**config.mk**
```make
export PLATFORM = sky130hd
export DESIGN_NAME = refcal_top
export DESIGN_NICKNAME = d
export VERILOG_FILES = /design/src/rtl/refcal_pkg.sv /design/src/rtl/refcal_pps_sync.sv /design/src/rtl/refcal_timeout.sv /design/src/rtl/refcal_result.sv /design/src/rtl/refcal_top.sv
export SDC_FILE = /design/constraint.sdc
export NUM_CORES = 1
export LEC_CHECK = 0
export BUFFER_PORTS_ARGS = -buffer_cell sky130_fd_sc_hd__buf_2
export CAP_MARGIN = 20
export CORE_ASPECT_RATIO = 2
export CORE_UTILIZATION = 25
export CTS_BUF_LIST = sky130_fd_sc_hd__clkbuf_8
export CTS_CLUSTER_DIAMETER = 120
export DETAILED_ROUTE_END_ITERATION = 6
export PLACE_DENSITY = 0.48
export SYNTH_ARGS = -nofsm -noshare
export SYNTH_HDL_FRONTEND = slang
export SYNTH_SLANG_ARGS = --single-unit
```
**constraint.sdc**
```tcl
create_clock -name clk -period 3.49 [get_ports clk]
set_input_delay 0.698 -clock clk [delete_from_list [all_inputs] [get_ports clk]]
set_output_delay 0.698 -clock clk [all_outputs]
set_load 0.1 [all_outputs]
```
**src/rtl/refcal_pkg.sv**
```systemverilog
package refcal_pkg;
    typedef enum logic [1:0] {
        S_IDLE    = 2'd0,
        S_ARM     = 2'd1,
        S_GATE    = 2'd2,
        S_PUBLISH = 2'd3
    } state_t;
endpackage

```
**src/rtl/refcal_pps_sync.sv**
```systemverilog
module refcal_pps_sync #(
    parameter int STAGES = 2
) (
    input  logic clk,
    input  logic rst_n,
    input  logic pps_async,
    output logic pps_rise
);
    logic [STAGES-1:0] sync_q;
    logic              last_q;

    generate
        for (genvar i = 0; i < STAGES; i++) begin : g_stage
            if (i == 0) begin : g_first
                always_ff @(posedge clk or negedge rst_n) begin
                    if (!rst_n) sync_q[i] <= 1'b0;
                    else        sync_q[i] <= pps_async;
                end
            end else begin : g_next
                always_ff @(posedge clk or negedge rst_n) begin
                    if (!rst_n) sync_q[i] <= 1'b0;
                    else        sync_q[i] <= sync_q[i-1];
                end
            end
        end
    endgenerate

    always_ff @(posedge clk or negedge rst_n) begin
        if (!rst_n) last_q <= 1'b0;
        else        last_q <= sync_q[STAGES-1];
    end

    assign pps_rise = sync_q[STAGES-1] & ~last_q;
endmodule

```
**src/rtl/refcal_timeout.sv**
```systemverilog
module refcal_timeout #(
    parameter int LIMIT = 3_750_000
) (
    input  logic clk,
    input  logic rst_n,
    input  logic run,
    input  logic kick,
    output logic expired
);
    localparam int TW = $clog2(LIMIT + 1);

    logic [TW-1:0] tmr_q;

    always_ff @(posedge clk or negedge rst_n) begin
        if (!rst_n)            tmr_q <= '0;
        else if (!run || kick) tmr_q <= '0;
        else                   tmr_q <= tmr_q + 1'b1;
    end

    assign expired = run && !kick && (tmr_q == TW'(LIMIT - 1));
endmodule

```
**src/rtl/refcal_result.sv**
```systemverilog
module refcal_result #(
    parameter int CNT_W       = 28,
    parameter int SCALE_SHIFT = 2,
    parameter int NOMINAL     = 25_000_000
) (
    input  logic                     clk,
    input  logic                     rst_n,
    input  logic                     load,
    input  logic [CNT_W-1:0]         cnt_in,
    output logic [CNT_W-1:0]         count_q,
    output logic [CNT_W-SCALE_SHIFT-1:0] ref_q,
    output logic signed [CNT_W:0]    corr_q
);
    localparam int RW = CNT_W - SCALE_SHIFT;
    localparam logic [CNT_W:0] NOM_X = (CNT_W + 1)'(NOMINAL);

    logic [RW-1:0]         ref_next;
    logic signed [CNT_W:0] corr_next;

    always_comb begin
        ref_next  = cnt_in[CNT_W-1:SCALE_SHIFT];
        corr_next = $signed(NOM_X) - $signed({{(SCALE_SHIFT + 1){1'b0}}, ref_next});
    end

    always_ff @(posedge clk or negedge rst_n) begin
        if (!rst_n) begin
            count_q <= '0;
            ref_q   <= '0;
            corr_q  <= '0;
        end else if (load) begin
            count_q <= cnt_in;
            ref_q   <= ref_next;
            corr_q  <= corr_next;
        end
    end
endmodule

```
**src/rtl/refcal_top.sv**
```systemverilog
module refcal_top
    import refcal_pkg::*;
#(
    parameter int CNT_W       = 28,
    parameter int GATE_PULSES = 40,
    parameter int SCALE_SHIFT = 2,
    parameter int NOMINAL     = 25_000_000,
    parameter int PPS_TIMEOUT = 3_750_000
) (
    input  logic                          clk,
    input  logic                          rst_n,
    input  logic                          pps_in,
    input  logic                          start,
    output logic [CNT_W-1:0]              count_o,
    output logic [CNT_W-SCALE_SHIFT-1:0]  ref_hz_o,
    output logic signed [CNT_W:0]         corr_o,
    output logic                          valid_o,
    output logic                          error_o
);
    localparam int GW = $clog2(GATE_PULSES + 1);
    localparam logic [GW-1:0] LAST_EDGE = GW'(GATE_PULSES - 1);

    state_t          state_q, state_d;
    logic [CNT_W-1:0] cnt_q;
    logic [GW-1:0]   edges_q;
    logic            err_q;
    logic            pps_rise, expired, run, close_win, abort_run;

    refcal_pps_sync #(.STAGES(2)) u_sync (
        .clk       (clk),
        .rst_n     (rst_n),
        .pps_async (pps_in),
        .pps_rise  (pps_rise)
    );

    assign run = (state_q == S_ARM) || (state_q == S_GATE);

    refcal_timeout #(.LIMIT(PPS_TIMEOUT)) u_tmo (
        .clk     (clk),
        .rst_n   (rst_n),
        .run     (run),
        .kick    (pps_rise),
        .expired (expired)
    );

    assign abort_run = run && expired;
    assign close_win = (state_q == S_GATE) && pps_rise && (edges_q == LAST_EDGE);

    // next-state logic
    always_comb begin
        state_d = state_q;
        unique case (state_q)
            S_IDLE:    if (start) state_d = S_ARM;              // accept
            S_ARM: begin
                if (expired)       state_d = S_IDLE;            // abort
                else if (pps_rise) state_d = S_GATE;            // open
            end
            S_GATE: begin
                if (expired)        state_d = S_IDLE;           // abort
                else if (close_win) state_d = S_PUBLISH;        // close
            end
            S_PUBLISH:              state_d = S_IDLE;           // retire
            default:                state_d = S_IDLE;
        endcase
    end

    always_ff @(posedge clk or negedge rst_n) begin
        if (!rst_n) state_q <= S_IDLE;
        else        state_q <= state_d;
    end

    // window counters and sticky error
    always_ff @(posedge clk or negedge rst_n) begin
        if (!rst_n) begin
            cnt_q   <= '0;
            edges_q <= '0;
            err_q   <= 1'b0;
        end else begin
            if (state_q == S_ARM && pps_rise) begin
                cnt_q   <= '0;
                edges_q <= '0;
            end else if (state_q == S_GATE) begin
                cnt_q <= cnt_q + 1'b1;
                if (pps_rise) edges_q <= edges_q + 1'b1;
            end
            if (state_q == S_IDLE && start) err_q <= 1'b0;
            else if (abort_run)             err_q <= 1'b1;
        end
    end

    refcal_result #(
        .CNT_W       (CNT_W),
        .SCALE_SHIFT (SCALE_SHIFT),
        .NOMINAL     (NOMINAL)
    ) u_res (
        .clk     (clk),
        .rst_n   (rst_n),
        .load    (close_win),
        .cnt_in  (cnt_q + 1'b1),
        .count_q (count_o),
        .ref_q   (ref_hz_o),
        .corr_q  (corr_o)
    );

    // outputs
    always_comb begin
        valid_o = (state_q == S_PUBLISH);
        error_o = err_q;
    end
endmodule

```
==> flow_summary.yaml, run 1 <==
logic_synthesis:
  synth_top_area_share_pct: 44.24
  synth-seq-cells: 116
  syn_inst: 737
  postSynthAreaPerCell_um2: 8.903
  netlist_area_mm2: 0.006561
  number_of_enable_type_register_cells_in_the_synthesized_netlist: 0
  synth.largest_area_cell: "sky130_fd_sc_hd__dfrtp_1"
  asyncSetResetFlopFracSynth_pct: 100.0
  synth_cell_type_count: 64
  syn-num-nets: 750
  seq_area_frac_synth_pct: 44.24
  synth_most_common_cell: "sky130_fd_sc_hd__dfrtp_1"
  synth_top_cells_by_count: "sky130_fd_sc_hd__dfrtp_1, sky130_fd_sc_hd__nand2_1, sky130_fd_sc_hd__nor2_1"
  post_synth_main_area_contributors: "sky130_fd_sc_hd__dfrtp_1, sky130_fd_sc_hd__xor2_1, sky130_fd_sc_hd__xnor2_1"
  predominant_post_synthesis_flop_cell: "sky130_fd_sc_hd__dfrtp_1"
  synth.yosys.warnings: 0
critical_path:
  worst-setup-path-type: "reg -> reg"
  startpoint_type: "flop"
  crit-reg2reg-launch: "cnt_q[1]$_DFFE_PN0P_"
  critPathArrivalTime_ns: 3.35
  timing.critical_path.required_ns: 3.82
  worstSetupStartpoint: "cnt_q[1]$_DFFE_PN0P_"
  r2r_setup_slack_ns: 0.47
  worstSetupEndpointType: "flop"
  crit_fanout: 14
global_route:
  global_route.usage.total_pct: 15.19
  number_of_global_route_vias_before_repair: 5300
  globalRoute.totalOverflow: 0
  largest_net_degree_at_the_start_of_global_routing: 58
  grt_pass1_wl_um: 29750
  grt_antenna_before_repair: 0
timing:
  fin_ws_ns: 0.4681
  final-setup-viol-count: 0
  final.setup.tns_ns: 0
  maxSlewHeadroom_pct: 48.83
  final-hold-violation-count: 0
  timing_worst_slew_pin_value_ns: 0.7569
  fin_skew_ns: 0.01387
  period_share_pct: 86.59
  timing.fmax_ghz: 0.3309
  grt_setup_unrepaired: "false"
  slew_viol_final: 0
  timing.final.crit_period_ns: 3.022
layout:
  finish.utilization_pct: 29.44
  layout-area-overhead-vs-synth_pct: 15.56
  final-instance-count-excl-fill: 1143
  final_net_count: 805
  num_antenna_cells: 0
  layout-drive-gt1-share_pct: 17.81
route:
  first_iter_violations: 248
  wl_per_cell_um: 16.83
  postRouteWirelength_um: 19240
  route.antenna.remaining_nets: 0
  routed-via-count: 5351
  viasPerCell: 4.682
  route.detailed.drc: 0
  drtPass1Iterations: 4
power_and_ir_drop:
  maximum_vdd_drop_v: 0.0002252
  p_total_mw: 3.461
  power_density_mw_per_mm2: 456.4
  p_leak_nw: 3.515
hold_path:
  hold_path.class: "in -> async"
clock_tree:
  clockBufferDepth: 2
  cts_tree: "built"
  numClockSinks: 116
  clock_latency_ns: 0.47
  htree_levels: 4
  clkSlewWorstSetupHoldPaths_ns: 0.07
  cts_inserted_buffers: 17
  cts-root-buf: "sky130_fd_sc_hd__clkbuf_8"
floorplanning:
  floorplan.die_area_mm2: 0.02694
  top_level_ports: 89
  dieHeight_um: 231.1
  initial_core_util_pct: 25.48
  num_rows: 83
  design.core.area_mm2: 0.02575
  die_x_um: 116.6
placed_design:
  dp_hpwl_um: 14740
  buffer_ports.inserted: 88
  place_inst: 1112
  dpl_worst_slack_ns: 0.3641
  gpl.final_weighted_congestion: 0.9159
flow_run:
  cap_viol_max_count: 0
outcome:
  status: "completed"
==> layout by cell type (no fill, tap or decap), drive strengths merged, types with 20 or more instances in the layout <==
cell	count
nand3	29
nor2	93
nand2	99
xnor2	43
o21ai	58
xor2	46
a21oi	20
buf	106
dfrtp	116
clkbuf	22
==> area by class of cell <==
type | count | area [µm²]
repair buffers | 106 | 603.1
clock buffers | 22 | 302.8
flip-flops and latches | 116 | 2903
multi-input cells | 539 | 3218
clock inverters | 8 | 85.08
fillers | 2847 | 18170
inverters | 12 | 45.04
well taps | 340 | 425.4
==> power by group <==
group	switching, mW	internal [mW]
clock	0.542	0.708
sequential	0.0926	1.42
combinational	0.475	0.221
total	1.11	2.35
==> worst max-delay path, cell delays in order, from the launching register on <==
cell and delay [ns]:
sky130_fd_sc_hd__dfrtp_1 0.48, sky130_fd_sc_hd__ha_2 0.38, sky130_fd_sc_hd__nand3_1 0.25, sky130_fd_sc_hd__or3_1 0.43, sky130_fd_sc_hd__a32oi_1 0.17, sky130_fd_sc_hd__o21ai_0 0.18
sky130_fd_sc_hd__a211oi_1 0.40, sky130_fd_sc_hd__o21ai_0 0.24, sky130_fd_sc_hd__a211oi_1 0.25, sky130_fd_sc_hd__o32ai_1 0.10
==> state kept, by name, summed over array words and instances, names as in the netlist <==
name and count:
edges_q 6, error_o 1, cnt_q 28, state_q 2, u_tmo.tmr_q 22, u_res.corr_q 27
u_sync.sync_q 2, u_sync.last_q 1, u_res.count_q 2, u_res.ref_q 25
==> per-stage QoR <==
stage,hold WS [ns],area (µm²)
3_5_place_dp,0.3660,7184
2_1_floorplan,0.3312,6561
3_3_place_gp,0.3563,7184
4_1_cts,0.2043,7572
5_1_grt,0.2235,7582
6_report,0.2054,7582
==> path summary, 6_finish.rpt <==
check	end	cells past startpoint
setup / recovery	u_res.corr_q[24]$_DFFE_PN0P_	9
hold / removal	u_tmo.tmr_q[11]$_DFF_PN0_	1
setup reg to reg	u_res.corr_q[24]$_DFFE_PN0P_	9
hold reg to reg	u_sync.sync_q[1]$_DFF_PN0_	0
max in group asynchronous	u_res.corr_q[1]$_DFFE_PN0P_	2
min in group clk	u_sync.sync_q[0]$_DFF_PN0_	1
==> kinds of logic (layout without fill, tap and decap cells) <==
group | Yosys count | count (layout) | synth area share, %
simple gates | 318 | 318 | 23.70
mux | 3 | 3 | 0.4577
flops | 116 | 116 | 44.24
buf+inv | 82 | 148 | 6.827
xor+xnor | 89 | 89 | 11.88
compound gates | 120 | 120 | 11.18
fa+ha+maj | 9 | 9 | 1.716
==> what timing repair did <==
item | in CTS | in global routing
hold buffers | 0 | 0
resized for setup | 0 | 1
buffers inserted | 0 | 1
hold endpoints to repair | 0 | 0
endpoints found under the setup margin | 0 | 2
==> metal layers <==
metal	vias to the layer above	share of wire, %	track usage [%]
met5	-	0	0
met4	0	4.4	8.505
met3	43	3.5	3.426
met2	109	58	29.07
met1	2596	34	14.29
li1	2603	-	-
Note: power is estimated with default switching activity, not from simulation.
==> run 2: changes to the inputs <==
--- a/config.mk
+++ b/config.mk
@@ -8,6 +8,7 @@
 export BUFFER_PORTS_ARGS = -buffer_cell sky130_fd_sc_hd__buf_2
 export CAP_MARGIN = 20
 export CORE_ASPECT_RATIO = 2
+export CORE_MARGIN = 2
 export CORE_UTILIZATION = 25
 export CTS_BUF_LIST = sky130_fd_sc_hd__clkbuf_8
 export CTS_CLUSTER_DIAMETER = 120
==> run 2 against run 1 <==
  * Count of clock-buffer cells in the layout fell by 3
  * Non-clock buffer count up 1
  * Sequential share of layout area increased by 0.13 points
  * Critical path type unchanged
  * Largest power group unchanged
==> flow_summary.yaml, run 2 (synthesized netlist as in run 1, its figures left out) <==
power_and_ir_drop:
  power_density_mw_per_mm2: 445.8
  p_leak_nw: 3.497
  maximum_vdd_drop_v: 0.0002660
  p_total_mw: 3.369
route:
  postRouteWirelength_um: 19600
  drtPass1Iterations: 4
  first_iter_violations: 285
  wl_per_cell_um: 17.09
  route.antenna.remaining_nets: 0
  viasPerCell: 4.692
  route.detailed.drc: 0
  routed-via-count: 5382
clock_tree:
  clockBufferDepth: 2
  cts_inserted_buffers: 17
  cts_hold_repair.buffers: 0
  numClockSinks: 116
  cts_tree: "built"
  htree_levels: 4
  clkSlewWorstSetupHoldPaths_ns: 0.07
  post_cts.repair.setup_buffers: 0
  cts-root-buf: "sky130_fd_sc_hd__clkbuf_8"
  clock_latency_ns: 0.46
  cts_resized: 0
global_route:
  grt_pass1_wl_um: 31090
  grt_antenna_before_repair: 0
  globalRoute.totalOverflow: 0
  largest_net_degree_at_the_start_of_global_routing: 117
  global_route.usage.total_pct: 14.87
  number_of_global_route_vias_before_repair: 5568
placed_design:
  buffer_ports.inserted: 88
  gpl.final_weighted_congestion: 0.9428
  dp_hpwl_um: 14720
layout:
  largest_register_ff_count: 28
  layout-area-overhead-vs-synth_pct: 15.18
  fillCellCount: 2870
  final_net_count: 806
  layout-drive-gt1-share_pct: 18.11
  layout.cells.most_common: "sky130_fd_sc_hd__dfrtp_1"
  largestRegisters: "cnt_q x28, u_res.corr_q x27, u_res.ref_q x25"
  final_cell_mix: "sky130_fd_sc_hd__dfrtp_1, sky130_fd_sc_hd__nand2_1, sky130_fd_sc_hd__nor2_1"
  max_flop_register: "cnt_q"
critical_path:
  critical-path-slowest-cell: "sky130_fd_sc_hd__or4_4"
  worst-path-stages: 8
  cp-endpoint: "u_res.corr_q[24]$_DFFE_PN0P_"
  critical_path_buf_inv_count: 0
  critical-path-max-stage-delay_ns: 0.68
  r2r_setup_slack_ns: 0.31
  worstSetupEndpointType: "flop"
  worst_r2r_endpoint: "u_res.corr_q[24]$_DFFE_PN0P_"
  cp_top_family: "simple AND/OR/NAND/NOR gates"
  crit_fanout: 12
  worstSetupStartpoint: "cnt_q[2]$_DFFE_PN0P_"
  ff2ff_path_depth: 8
  worstPathCellList: "nand4_1 > or4_4 > nor3_1 > a211o_1 > and4_1 > o21ai_0 > a211oi_1 > o32ai_1"
  startpoint_type: "flop"
  timing.critical_path.required_ns: 3.81
  worst-setup-path-type: "reg -> reg"
  crit-reg2reg-launch: "cnt_q[2]$_DFFE_PN0P_"
  critPathArrivalTime_ns: 3.49
floorplanning:
  dieHeight_um: 233.1
  floorplan.die_area_mm2: 0.02764
  top_level_ports: 89
  num_rows: 83
  initial_core_util_pct: 25.48
  design.core.area_mm2: 0.02575
  die_x_um: 118.6
timing:
  timing.final.crit_period_ns: 3.176
  final.setup.tns_ns: 0
  period_share_pct: 91.00
  slew_viol_final: 0
  fin_skew_ns: 0.01542
  timing_worst_slew_pin_value_ns: 0.7601
  grt_setup_unrepaired: "false"
  final-hold-violation-count: 0
  maxSlewHeadroom_pct: 49.20
  final-setup-viol-count: 0
  timing.fmax_ghz: 0.3149
hold_path:
  hold_path.class: "in -> async"
flow_run:
  cap_viol_max_count: 0
outcome:
  status: "completed"
## run 2: cell count changes in the layout (fill, tap and decap cells not counted), sizes merged
cell,change
clkinv,+4
clkbuf,-3
inv,-1
clkinvlp,+3
diode,+1
bufinv,-1
buf,+1
## run 2: layer usage
layer  global-route usage [%]  vias up  routed length (µm)
li1                         -     2605                   -
met4                    8.408        0                 869
met2                    28.93      117               11310
met5                        0        -                   0
met3                    3.076       43                 586
met1                    14.18     2617                6832
## run 2: worst min path at each step
| stage | to |
|---|---|
| finish | u_tmo.tmr_q[18]$_DFF_PN0_ |
| floorplan | u_sync.sync_q[1]$_DFF_PN0_ |
| global placement | u_sync.sync_q[1]$_DFF_PN0_ |
| detailed placement | u_sync.sync_q[1]$_DFF_PN0_ |
| global route | u_sync.sync_q[0]$_DFF_PN0_ |
| CTS | u_tmo.tmr_q[18]$_DFF_PN0_ |
## run 2: layout make-up
class	instances	area, µm²	area share (%)
Multi-Input combinational cell	539	3216	42.55
Tap cell	340	425.4	5.629
Antenna cell	1	2.502	0.03311
Clock inverter	13	93.84	1.242
Sequential cell	116	2903	38.41
Clock buffer	19	261.5	3.460
Timing Repair Buffer	107	610.6	8.079
Inverter	12	45.04	0.5960
## run 2: power breakdown
group | internal [mW] | switching, mW | total (mW)
Sequential | 1.42 | 0.0958 | 1.52
Clock | 0.582 | 0.564 | 1.15
Combinational | 0.222 | 0.483 | 0.706
Total | 2.23 | 1.14 | 3.37
## run 2: stage by stage
stage,hold slack (ns),instances,area (µm²),worst slack (ns),util [%]
after global placement,0.3463,1114,7199,0.4769,27.95
after global routing,0.3085,1146,7555,0.1171,29.33
final,0.2568,1147,7557,0.3140,29.34
after floorplan,0.3312,737,6561,0.8723,-
after detailed placement,0.3458,1114,7199,0.4140,27.95
after CTS,0.3091,1146,7555,0.3759,29.33
